<file path="config.mk">
export PLATFORM = sky130hd
export DESIGN_NAME = irq_w1c_aggregator
export DESIGN_NICKNAME = d
export VERILOG_FILES = /design/src/rtl/irq_agg_pkg.sv /design/src/rtl/irq_flag_bank.sv /design/src/rtl/orient_edge_det.sv /design/src/rtl/cmd_resolver.sv /design/src/rtl/irq_w1c_aggregator.sv
export SDC_FILE = /design/constraint.sdc
export NUM_CORES = 1
export LEC_CHECK = 0
export BUFFER_PORTS_ARGS = -buffer_cell sky130_fd_sc_hd__buf_4
export CAP_MARGIN = 20
export CORE_MARGIN = 1
export CORE_UTILIZATION = 50
export CTS_BUF_LIST = sky130_fd_sc_hd__clkbuf_2
export CTS_CLUSTER_SIZE = 25
export DETAILED_ROUTE_END_ITERATION = 6
export GPL_TIMING_DRIVEN = 1
export PLACE_DENSITY_LB_ADDON = 0.15
export SLEW_MARGIN = 5
export SYNTH_ARGS = -nofsm -noshare
export SYNTH_HDL_FRONTEND = slang
export SYNTH_HIERARCHICAL = 1
export SYNTH_SLANG_ARGS = --single-unit
</file>
<file path="constraint.sdc">
create_clock -name clk -period 1.32 [get_ports clk]
set_clock_uncertainty 0.1 [all_clocks]
set_input_delay 0.33 -clock clk [delete_from_list [all_inputs] [get_ports clk]]
set_output_delay 0.33 -clock clk [all_outputs]
set_load 0.01 [all_outputs]
</file>
<file path="src/rtl/irq_agg_pkg.sv">
package irq_agg_pkg;
   // register addresses
   localparam int unsigned REG_CTRL   = 0;
   localparam int unsigned REG_MASK_A = 1;
   localparam int unsigned REG_MASK_B = 2;
   localparam int unsigned REG_FLAG_A = 3;
   localparam int unsigned REG_FLAG_B = 4;
   localparam int unsigned REG_CMD    = 5;

   // command request positions, higher index wins
   localparam int unsigned CMD_UNATT_SNK = 0;
   localparam int unsigned CMD_UNATT_SRC = 1;
   localparam int unsigned CMD_FORCE_SNK = 2;
   localparam int unsigned CMD_FORCE_SRC = 3;
   localparam int unsigned CMD_ERR_REC   = 4;
   localparam int unsigned CMD_PULSES    = 5;
   localparam int unsigned CMD_DIS_BIT   = CMD_PULSES;
endpackage

</file>
<file path="src/rtl/irq_flag_bank.sv">
module irq_flag_bank #(
   parameter int unsigned      W    = 8,
   parameter logic [W-1:0]     IMPL = '1
) (
   input  logic         clk,
   input  logic         rst_n,
   input  logic [W-1:0] evt_i,
   input  logic         mask_wr_i,
   input  logic         flag_wr_i,
   input  logic [W-1:0] wdata_i,
   output logic [W-1:0] flag_o,
   output logic [W-1:0] mask_o,
   output logic         pend_o
);
   logic [W-1:0] flag_q, mask_q, clr_vec, flag_d;

   assign clr_vec = flag_wr_i ? wdata_i : '0;
   // events are ORed in after the clear so a same-cycle event survives
   assign flag_d  = ((flag_q & ~clr_vec) | evt_i) & IMPL;

   always_ff @(posedge clk or negedge rst_n) begin
      if (!rst_n) begin
         flag_q <= '0;
         mask_q <= '0;
      end else begin
         flag_q <= flag_d;
         if (mask_wr_i) mask_q <= wdata_i & IMPL;
      end
   end

   assign flag_o = flag_q;
   assign mask_o = mask_q;
   assign pend_o = |(flag_q & ~mask_q);

   for (genvar k = 0; k < W; k++) begin : g_bit_chk
      if (IMPL[k]) begin : g_impl
         assert_event_sets_R2: assert property (@(posedge clk) disable iff (!rst_n)
            evt_i[k] |=> flag_q[k]);
         assert_w1c_clears_R3: assert property (@(posedge clk) disable iff (!rst_n)
            (flag_wr_i && wdata_i[k] && !evt_i[k]) |=> !flag_q[k]);
         assert_w0_keeps_R3: assert property (@(posedge clk) disable iff (!rst_n)
            (flag_q[k] && !(flag_wr_i && wdata_i[k])) |=> flag_q[k]);
         assert_event_beats_clear_R4: assert property (@(posedge clk) disable iff (!rst_n)
            (flag_wr_i && wdata_i[k] && evt_i[k]) |=> flag_q[k]);
      end
   end
endmodule

</file>
<file path="src/rtl/orient_edge_det.sv">
module orient_edge_det #(
   parameter int unsigned OW = 2
) (
   input  logic          clk,
   input  logic          rst_n,
   input  logic [OW-1:0] orient_i,
   output logic          evt_o
);
   logic [OW-1:0] prev_q;
   logic          cur_single;

   // plain sampling flop: the previous code is whatever was seen last clock
   always_ff @(posedge clk) prev_q <= orient_i;

   always_comb begin
      int unsigned ones;
      ones = 0;
      for (int i = 0; i < OW; i++) ones += int'(orient_i[i]);
      cur_single = (ones == 1);
   end

   assign evt_o = (prev_q == '0) && cur_single;

   assert_orient_from_idle_R6: assert property (@(posedge clk) disable iff (!rst_n)
      ($past(orient_i) != '0) |-> !evt_o);
   assert_orient_not_multi_R6: assert property (@(posedge clk) disable iff (!rst_n)
      ($countones(orient_i) != 1) |-> !evt_o);
endmodule

</file>
<file path="src/rtl/cmd_resolver.sv">
module cmd_resolver #(
   parameter int unsigned NP = 5
) (
   input  logic        clk,
   input  logic        rst_n,
   input  logic        wr_i,
   input  logic [NP:0] cmd_i,
   output logic        disabled_o,
   output logic [NP-1:0] pulse_o
);
   logic [NP-1:0] win;
   logic          disabled_q;
   logic [NP-1:0] pulse_q;

   always_comb begin
      logic found;
      found = 1'b0;
      win   = '0;
      for (int i = NP - 1; i >= 0; i--) begin
         if (cmd_i[i] && !found) begin
            win[i] = 1'b1;
            found  = 1'b1;
         end
      end
   end

   always_ff @(posedge clk or negedge rst_n) begin
      if (!rst_n) begin
         disabled_q <= 1'b0;
         pulse_q    <= '0;
      end else if (wr_i) begin
         disabled_q <= cmd_i[NP];
         pulse_q    <= cmd_i[NP] ? '0 : win;
      end else begin
         pulse_q    <= '0;
      end
   end

   assign disabled_o = disabled_q;
   assign pulse_o    = pulse_q;

   assert_cmd_onehot_R7: assert property (@(posedge clk) disable iff (!rst_n)
      $onehot0(pulse_q));
   assert_cmd_selfclear_R8: assert property (@(posedge clk) disable iff (!rst_n)
      ((|pulse_q) && !wr_i) |=> (pulse_q == '0));
   assert_disabled_sticky_R9: assert property (@(posedge clk) disable iff (!rst_n)
      (disabled_q && !wr_i) |=> disabled_q);
   assert_disabled_no_pulse_R9: assert property (@(posedge clk) disable iff (!rst_n)
      (wr_i && cmd_i[NP]) |=> (disabled_q && pulse_q == '0));
endmodule

</file>
<file path="src/rtl/irq_w1c_aggregator.sv">
module irq_w1c_aggregator
   import irq_agg_pkg::*;
#(
   parameter int unsigned          DATA_W     = 8,
   parameter int unsigned          ADDR_W     = 3,
   parameter logic [DATA_W-1:0]    IMPL_A     = 8'h7F,
   parameter logic [DATA_W-1:0]    IMPL_B     = 8'h7F,
   parameter int unsigned          ORIENT_W   = 2,
   parameter int unsigned          ORIENT_BIT = 6
) (
   input  logic                  clk,
   input  logic                  rst_n,
   input  logic [DATA_W-1:0]     evt_a,
   input  logic [DATA_W-1:0]     evt_b,
   input  logic [ORIENT_W-1:0]   orient,
   input  logic                  bus_wr,
   input  logic [ADDR_W-1:0]     bus_addr,
   input  logic [DATA_W-1:0]     bus_wdata,
   output logic [DATA_W-1:0]     bus_rdata,
   output logic                  irq_n,
   output logic                  cmd_disabled,
   output logic [CMD_PULSES-1:0] cmd_pulse
);
   localparam logic [ADDR_W-1:0] A_CTRL   = ADDR_W'(REG_CTRL);
   localparam logic [ADDR_W-1:0] A_MASK_A = ADDR_W'(REG_MASK_A);
   localparam logic [ADDR_W-1:0] A_MASK_B = ADDR_W'(REG_MASK_B);
   localparam logic [ADDR_W-1:0] A_FLAG_A = ADDR_W'(REG_FLAG_A);
   localparam logic [ADDR_W-1:0] A_FLAG_B = ADDR_W'(REG_FLAG_B);
   localparam logic [ADDR_W-1:0] A_CMD    = ADDR_W'(REG_CMD);

   // elaboration checks
   if (ADDR_W < 3) begin : g_bad_addr
      $error("ADDR_W too small for the register window");
   end
   if (CMD_PULSES + 1 > DATA_W) begin : g_bad_cmd
      $error("command register does not fit in DATA_W");
   end
   if (ORIENT_BIT >= DATA_W) begin : g_bad_obit
      $error("ORIENT_BIT outside bank A");
   end else if (!IMPL_A[ORIENT_BIT]) begin : g_bad_oimpl
      $error("ORIENT_BIT must be an implemented flag");
   end

   logic wr_ctrl, wr_mask_a, wr_mask_b, wr_flag_a, wr_flag_b, wr_cmd;
   assign wr_ctrl   = bus_wr && (bus_addr == A_CTRL);
   assign wr_mask_a = bus_wr && (bus_addr == A_MASK_A);
   assign wr_mask_b = bus_wr && (bus_addr == A_MASK_B);
   assign wr_flag_a = bus_wr && (bus_addr == A_FLAG_A);
   assign wr_flag_b = bus_wr && (bus_addr == A_FLAG_B);
   assign wr_cmd    = bus_wr && (bus_addr == A_CMD);

   logic gmask_q;
   always_ff @(posedge clk or negedge rst_n) begin
      if (!rst_n)       gmask_q <= 1'b1;
      else if (wr_ctrl) gmask_q <= bus_wdata[0];
   end

   logic              orient_evt;
   logic [DATA_W-1:0] evt_a_all;
   logic [DATA_W-1:0] flag_a, flag_b, mask_a, mask_b;
   logic              pend_a, pend_b;

   orient_edge_det #(.OW(ORIENT_W)) u_orient (
      .clk      (clk),
      .rst_n    (rst_n),
      .orient_i (orient),
      .evt_o    (orient_evt)
   );

   assign evt_a_all = evt_a | (DATA_W'(orient_evt) << ORIENT_BIT);

   irq_flag_bank #(.W(DATA_W), .IMPL(IMPL_A)) u_bank_a (
      .clk       (clk),
      .rst_n     (rst_n),
      .evt_i     (evt_a_all),
      .mask_wr_i (wr_mask_a),
      .flag_wr_i (wr_flag_a),
      .wdata_i   (bus_wdata),
      .flag_o    (flag_a),
      .mask_o    (mask_a),
      .pend_o    (pend_a)
   );

   irq_flag_bank #(.W(DATA_W), .IMPL(IMPL_B)) u_bank_b (
      .clk       (clk),
      .rst_n     (rst_n),
      .evt_i     (evt_b),
      .mask_wr_i (wr_mask_b),
      .flag_wr_i (wr_flag_b),
      .wdata_i   (bus_wdata),
      .flag_o    (flag_b),
      .mask_o    (mask_b),
      .pend_o    (pend_b)
   );

   cmd_resolver #(.NP(CMD_PULSES)) u_cmd (
      .clk        (clk),
      .rst_n      (rst_n),
      .wr_i       (wr_cmd),
      .cmd_i      (bus_wdata[CMD_PULSES:0]),
      .disabled_o (cmd_disabled),
      .pulse_o    (cmd_pulse)
   );

   assign irq_n = ~((pend_a | pend_b) & ~gmask_q);

   always_comb begin
      bus_rdata = '0;
      case (bus_addr)
         A_CTRL:   bus_rdata[0] = gmask_q;
         A_MASK_A: bus_rdata = mask_a;
         A_MASK_B: bus_rdata = mask_b;
         A_FLAG_A: bus_rdata = flag_a;
         A_FLAG_B: bus_rdata = flag_b;
         A_CMD:    bus_rdata[CMD_PULSES:0] = {cmd_disabled, cmd_pulse};
         default:  bus_rdata = '0;
      endcase
   end

   assert_irq_needs_flag_R5: assert property (@(posedge clk) disable iff (!rst_n)
      !irq_n |-> ((flag_a | flag_b) != '0));
   assert_gmask_releases_R11: assert property (@(posedge clk) disable iff (!rst_n)
      (wr_ctrl && bus_wdata[0]) |=> irq_n);
   assert_orient_sets_flag_R6: assert property (@(posedge clk) disable iff (!rst_n)
      orient_evt |=> flag_a[ORIENT_BIT]);
endmodule

</file>
# After elaboration in Yosys (flattened, before gate mapping)
# Cells that the tools add are included.
totals:
  memories: 0
  rom_bits: 0
  mem_bits_rw: 0
  out_inout_bits: 15
  register_bits: 37
  latch_bits: 0
  word_cells: 64
  in_bits: 32
classes:
  eq_ne: 6
  n_addsub: 1
  muxes: 15
  mul: 0
  n_reduce_logical: 19
  n_div: 0
  bitwise_logic: 15
  shifts: 0
  n_lt_le_gt_ge: 0
ops:
  columns: ["op", "n"]
  rows:
  - ["$eq 32x1->1 const B", 1]
  - ["$pmux 5 s5", 1]
  - ["$or 7x7->7", 3]
  - ["$and 7x8->8", 2]
  - ["$not 7->8", 2]
  - ["$reduce_or 8->1", 2]
  - ["$and 7x7->7", 2]
  - ["$mux 7", 2]
  - ["$not 7->7", 2]
  - ["$logic_and 1x1->1", 11]
  - ["$mux 5", 2]
  - ["$mux 1", 8]
  - ["$eq 3x2->1 const B", 2]
  - ["$eq 3x3->1 const B", 2]
  - ["$pmux 1 s6", 1]
  - ["$logic_not 1->1", 4]
  - ["$pmux 1 s4", 1]
  - ["$eq 3x1->1 const B", 1]
  - ["$logic_not 3->1", 1]
  - ["$add 1x1->2", 1]
  - ["$logic_not 2->1", 1]
  - ["$not 1->1", 2]
  - ["$and 1x1->1", 1]
  - ["$or 1x1->1", 1]

# Longest topological paths before layout
logic_depth:
  ltp_word: 15
  depth_mapped: 7

# Hierarchy
# Netlist, hierarchy kept.
modules_own_cells:
  columns: ["mod", "area_each_um2", "seq_area_each_um2", "n_inst", "cells_per_inst"]
  rows:
  - ["irq_flag_bank", 586.8, 350.3, 2, 49]
  - ["irq_w1c_aggregator", 479.2, 26.3, 1, 68]
  - ["cmd_resolver", 224.0, 150.1, 1, 14]
  - ["orient_edge_det", 58.8, 40.0, 1, 4]

# Worst setup path before layout
# OpenSTA, ideal clock, no wires.
synth_timing:
  path_kind: "input-to-reg"
  start: "in bus_addr[0]"
  end: "reg u_cmd.pulse_q[0], in the netlist u_cmd/pulse_o[0]"
  arrival_ns: 1.540
  slack_ns: -0.415
  path_buffers: 2
  cell_stages: 5
  setup_ns: 0.095
  required_ns: 1.125
  cell_sequence: "buf_4 > buf_6 > and3_1 > or4b_4 > nor4b_2"
synth_via:
  elab_chain_cells: 3
synth_lines:
  columns: ["item", "line", "source"]
  rows:
  - ["start: declaration", "irq_w1c_aggregator.sv:17", "input logic [ADDR_W-1:0] bus_addr,"]
  - ["$eq 3x3->1", "irq_w1c_aggregator.sv:50", "assign wr_cmd = bus_wr && (bus_addr == A_CMD);"]
  - ["$logic_and 1x1->1", "irq_w1c_aggregator.sv:50", null]
  - ["net wr_cmd", "irq_w1c_aggregator.sv:44", "logic wr_ctrl, wr_mask_a, wr_mask_b, wr_flag_a, wr_flag_b, wr_cmd;"]
  - ["$mux 5", "cmd_resolver.sv:31", "end else if (wr_i) begin"]
  - ["end signal: assignment", "cmd_resolver.sv:33", "pulse_q <= cmd_i[NP] ? '0 : win;"]
  - ["end: declaration", "cmd_resolver.sv:13", "logic [NP-1:0] pulse_q;"]
# The timed path passes the listed nets, and every way through them passes these cells.
# A chain may end at the register's enable or synchronous reset.

# Final worst setup path
layout_timing:
  start: "reg u_bank_b.mask_q[4], in the netlist u_bank_b/mask_o[4]"
  end: "out irq_n"
layout_via:
  elab_chain_cells: 6
layout_lines:
  columns: ["item", "line", "source"]
  rows:
  - ["start: declaration", "irq_flag_bank.sv:15", "logic [W-1:0] flag_q, mask_q, clr_vec, flag_d;"]
  - ["start signal: assignment", "irq_flag_bank.sv:27", "if (mask_wr_i) mask_q <= wdata_i & IMPL;"]
  - ["$not 7->8", "irq_flag_bank.sv:33", "assign pend_o = |(flag_q & ~mask_q);"]
  - ["$and 7x8->8", "irq_flag_bank.sv:33", null]
  - ["$reduce_or 8->1", "irq_flag_bank.sv:33", null]
  - ["net pend_b", "irq_w1c_aggregator.sv:61", "logic pend_a, pend_b;"]
  - ["$or 1x1->1", "irq_w1c_aggregator.sv:105", "assign irq_n = ~((pend_a | pend_b) & ~gmask_q);"]
  - ["$and 1x1->1", "irq_w1c_aggregator.sv:105", null]
  - ["$not 1->1", "irq_w1c_aggregator.sv:105", null]
  - ["end: declaration", "irq_w1c_aggregator.sv:20", "output logic irq_n,"]
# The timed path passes the listed nets, and every way through them passes these cells.

==> run metrics <==
Initial Utilization=0.525; Hold WS=0.0199 ns; ant diodes=0; routability cong.=0.849; status=finished, violations left; period utilization=1.68; chip height=64.2 µm; predominant post-synthesis flop cell=dfrtp_1; HPWL after DPL=3.88 mm; total gr overflow=0; Final setup viols=15; Clock Path Buffers=2; Hold Path Class=in -> reg; total routed wirelength=5.28 mm; violated checks=setup timing; number of global-route vias before repair=1795; Top Ports=47; Placed Area=2730 µm²; Tmin final=2.21 ns; ys async rst share=0.946; reg2reg setup slack=0.29 ns; Lkg Pwr=0.00141 µW; post-route setup slack=-0.894 ns; initial antenna violation count=0; H-tree depth=2; buffers and inverters on the worst path=2; Detailed Routing Iterations Pass 1=4; Std-Cell Rows=22; Core Util, Final=0.810; # nets final=322; routed len/inst=15.6 µm; CP max FO=2; DRC errors left=0; share of cells above drive strength 1=0.483; fin. max-slew vios=0; CTS tree=done; CP max-delay cell=a222oi_1; Syn Area/Cell=10.5 µm²; GRT Overall Usage=0.273; die area=4120 µm²; Syn-to-layout area delta=54.4%; cell area after synthesis=1940 µm²; yosys warns=6; Clk Latency, worst-skew pair=0.35 ns; placed cell count=321; # Max-Cap Violations=0; vias per cell=5.23; via count=1767; Peak VDD IR=0.593 mV; Crit path max-delay family=compound AO/OA/AOI/OAI gates; gate count of the mapped netlist=184; Achievable Freq=0.452 GHz; RSZ-0062 raised after global routing=yes; Num CTS Buffers=5; violation count after the first detailed-routing iteration=61; Critical Path Start Type=register; clk slew on worst S/H paths=0.20 ns; Fillers=246; Critical Path Sink Type=output pin; Non-Filler Instances=338; largest net degree at the start of global routing=36; Clock Sinks=37; CP cell instances=inv_1 > a222oi_1 > o2111ai_1 > o21bai_1 > buf_4; Req. time, crit path=0.89 ns; TNS Setup=-5.86 ns; Post-synth EDFFs=0; critical path type=reg -> out; Hold Fails Final Rpt=0; #FFs+latches synth=37; Crit path largest cell delay=0.43 ns; number of port buffers=42; die width=64.2 µm; Power Dens Cells=912 nW/µm²; Worst EP arrival=1.78 ns; final antenna-violating net count=0; unique cell type count in the Yosys netlist=38; root buf cell=clkbuf_2; global-route wire length before repair=8.38 mm; Core Area=3690 µm²; Seq/Total Area, Yosys=0.474; design area=2990 µm²
## state kept, by name, summed over array words and instances, names as in the netlist
name,flops
gmask_q,1
u_bank_b/mask_o,7
u_orient/prev_q,2
u_bank_a/flag_o,7
u_bank_b/flag_o,7
u_bank_a/mask_o,7
u_cmd/pulse_o,5
u_cmd/disabled_o,1
## per-stage QoR
step / worst slack (ns) / power, µW
after floorplan: -0.343 / 1720
after global placement: -0.492 / 2130
after detailed placement: -0.570 / 2160
after CTS: -0.879 / 2720
after global routing: -1.07 / 2860
final: -0.894 / 2730
## logic make-up after synthesis
| kind of cell | Yosys count | share of synthesized area |
|---|---|---|
| multiplexers | 30 | 0.165 |
| other | 2 | 0.00388 |
| flip-flops | 37 | 0.474 |
| XOR/XNOR | 1 | 0.00453 |
| adder cells (fa/ha/maj) | 1 | 0.00646 |
| AO/OA/AOI/OAI | 41 | 0.147 |
| buffers and inverters | 25 | 0.0679 |
| AND/OR/NAND/NOR | 47 | 0.131 |
## metal layers
| metal | part of all wire | GRT usage |
|---|---|---|
| met1 | 0.42 | 0.338 |
| met2 | 0.53 | 0.492 |
| met3 | 0.037 | 0.0375 |
| met4 | 0.012 | 0.0833 |
| met5 | 0 | 0 |
## power by group
group | switching [µW] | internal (µW) | leakage [µW]
Sequential | 77.3 | 1260 | 0.000402
Clock | 366 | 116 | 0.0000278
Combinational | 365 | 544 | 0.000976
Total | 808 | 1920 | 0.00141
## repair_timing
action,in CTS,in global routing
hold buffers,6,1
endpoints found under the setup margin,17,22
resized for setup,28,8
pin swaps,12,2
buffers inserted,8,3
endpoints found under the hold margin,39,1
## cell type report
class	count	area, µm²	area share
Timing Repair Buffer	106	908	0.304
Multi-Input combinational cell	124	1000	0.336
Inverter	15	61.3	0.0205
Clock buffer	5	25.0	0.00837
Sequential cell	37	917	0.307
Clock inverter	3	12.5	0.00419
Tap cell	48	60.1	0.0201
## cell usage in the layout, fill, tap and decap left out, drive strengths merged, types with 3 or more instances in the layout
cell	n
nand2	18
nand2b	3
mux2	16
a21oi	8
mux2i	14
dlygate4sd3	7
buf	99
a21o	14
clkinv	3
inv	15
dfrtp	34
o21ai	6
nor2	12
clkbuf	5
conb	4
## cell usage after synthesis (2+ instances only)
| cell | instances | area share |
|---|---|---|
| a222oi_1 | 2 | 0.010 |
| a211o_1 | 2 | 0.0091 |
| o2111ai_1 | 2 | 0.0091 |
| nand2_1 | 18 | 0.035 |
| inv_1 | 15 | 0.029 |
| a22oi_1 | 2 | 0.0078 |
| mux2i_1 | 14 | 0.072 |
| conb_1 | 2 | 0.0039 |
| a21o_1 | 14 | 0.054 |
| mux2_2 | 16 | 0.093 |
| dfrtp_1 | 34 | 0.44 |
| buf_4 | 5 | 0.019 |
| a21oi_1 | 7 | 0.018 |
| buf_2 | 3 | 0.0078 |
| nor3b_1 | 2 | 0.0078 |
| dfxtp_1 | 2 | 0.021 |
| nor3_2 | 2 | 0.010 |
| nor2_1 | 12 | 0.023 |
| and3_1 | 2 | 0.0065 |
| a31oi_1 | 2 | 0.0065 |
| buf_6 | 2 | 0.012 |
| o21ai_0 | 6 | 0.016 |
| nand2b_1 | 3 | 0.0097 |
## path summary, 6_finish.rpt
check | cells after the start | to | startpoint
min | 2 | u_bank_a/flag_o[2] | evt_a[2]
max | 5 | irq_n | u_bank_b/mask_o[4]
min reg2reg | 1 | u_bank_b/flag_o[2] | u_bank_b/flag_o[2]
max reg2reg | 2 | u_bank_b/mask_o[4] | u_bank_b/mask_o[4]
max in group asynchronous | 2 | gmask_q | rst_n
min in group asynchronous | 2 | u_cmd/pulse_o[1] | rst_n
Note: power is estimated with default switching activity, not from simulation.
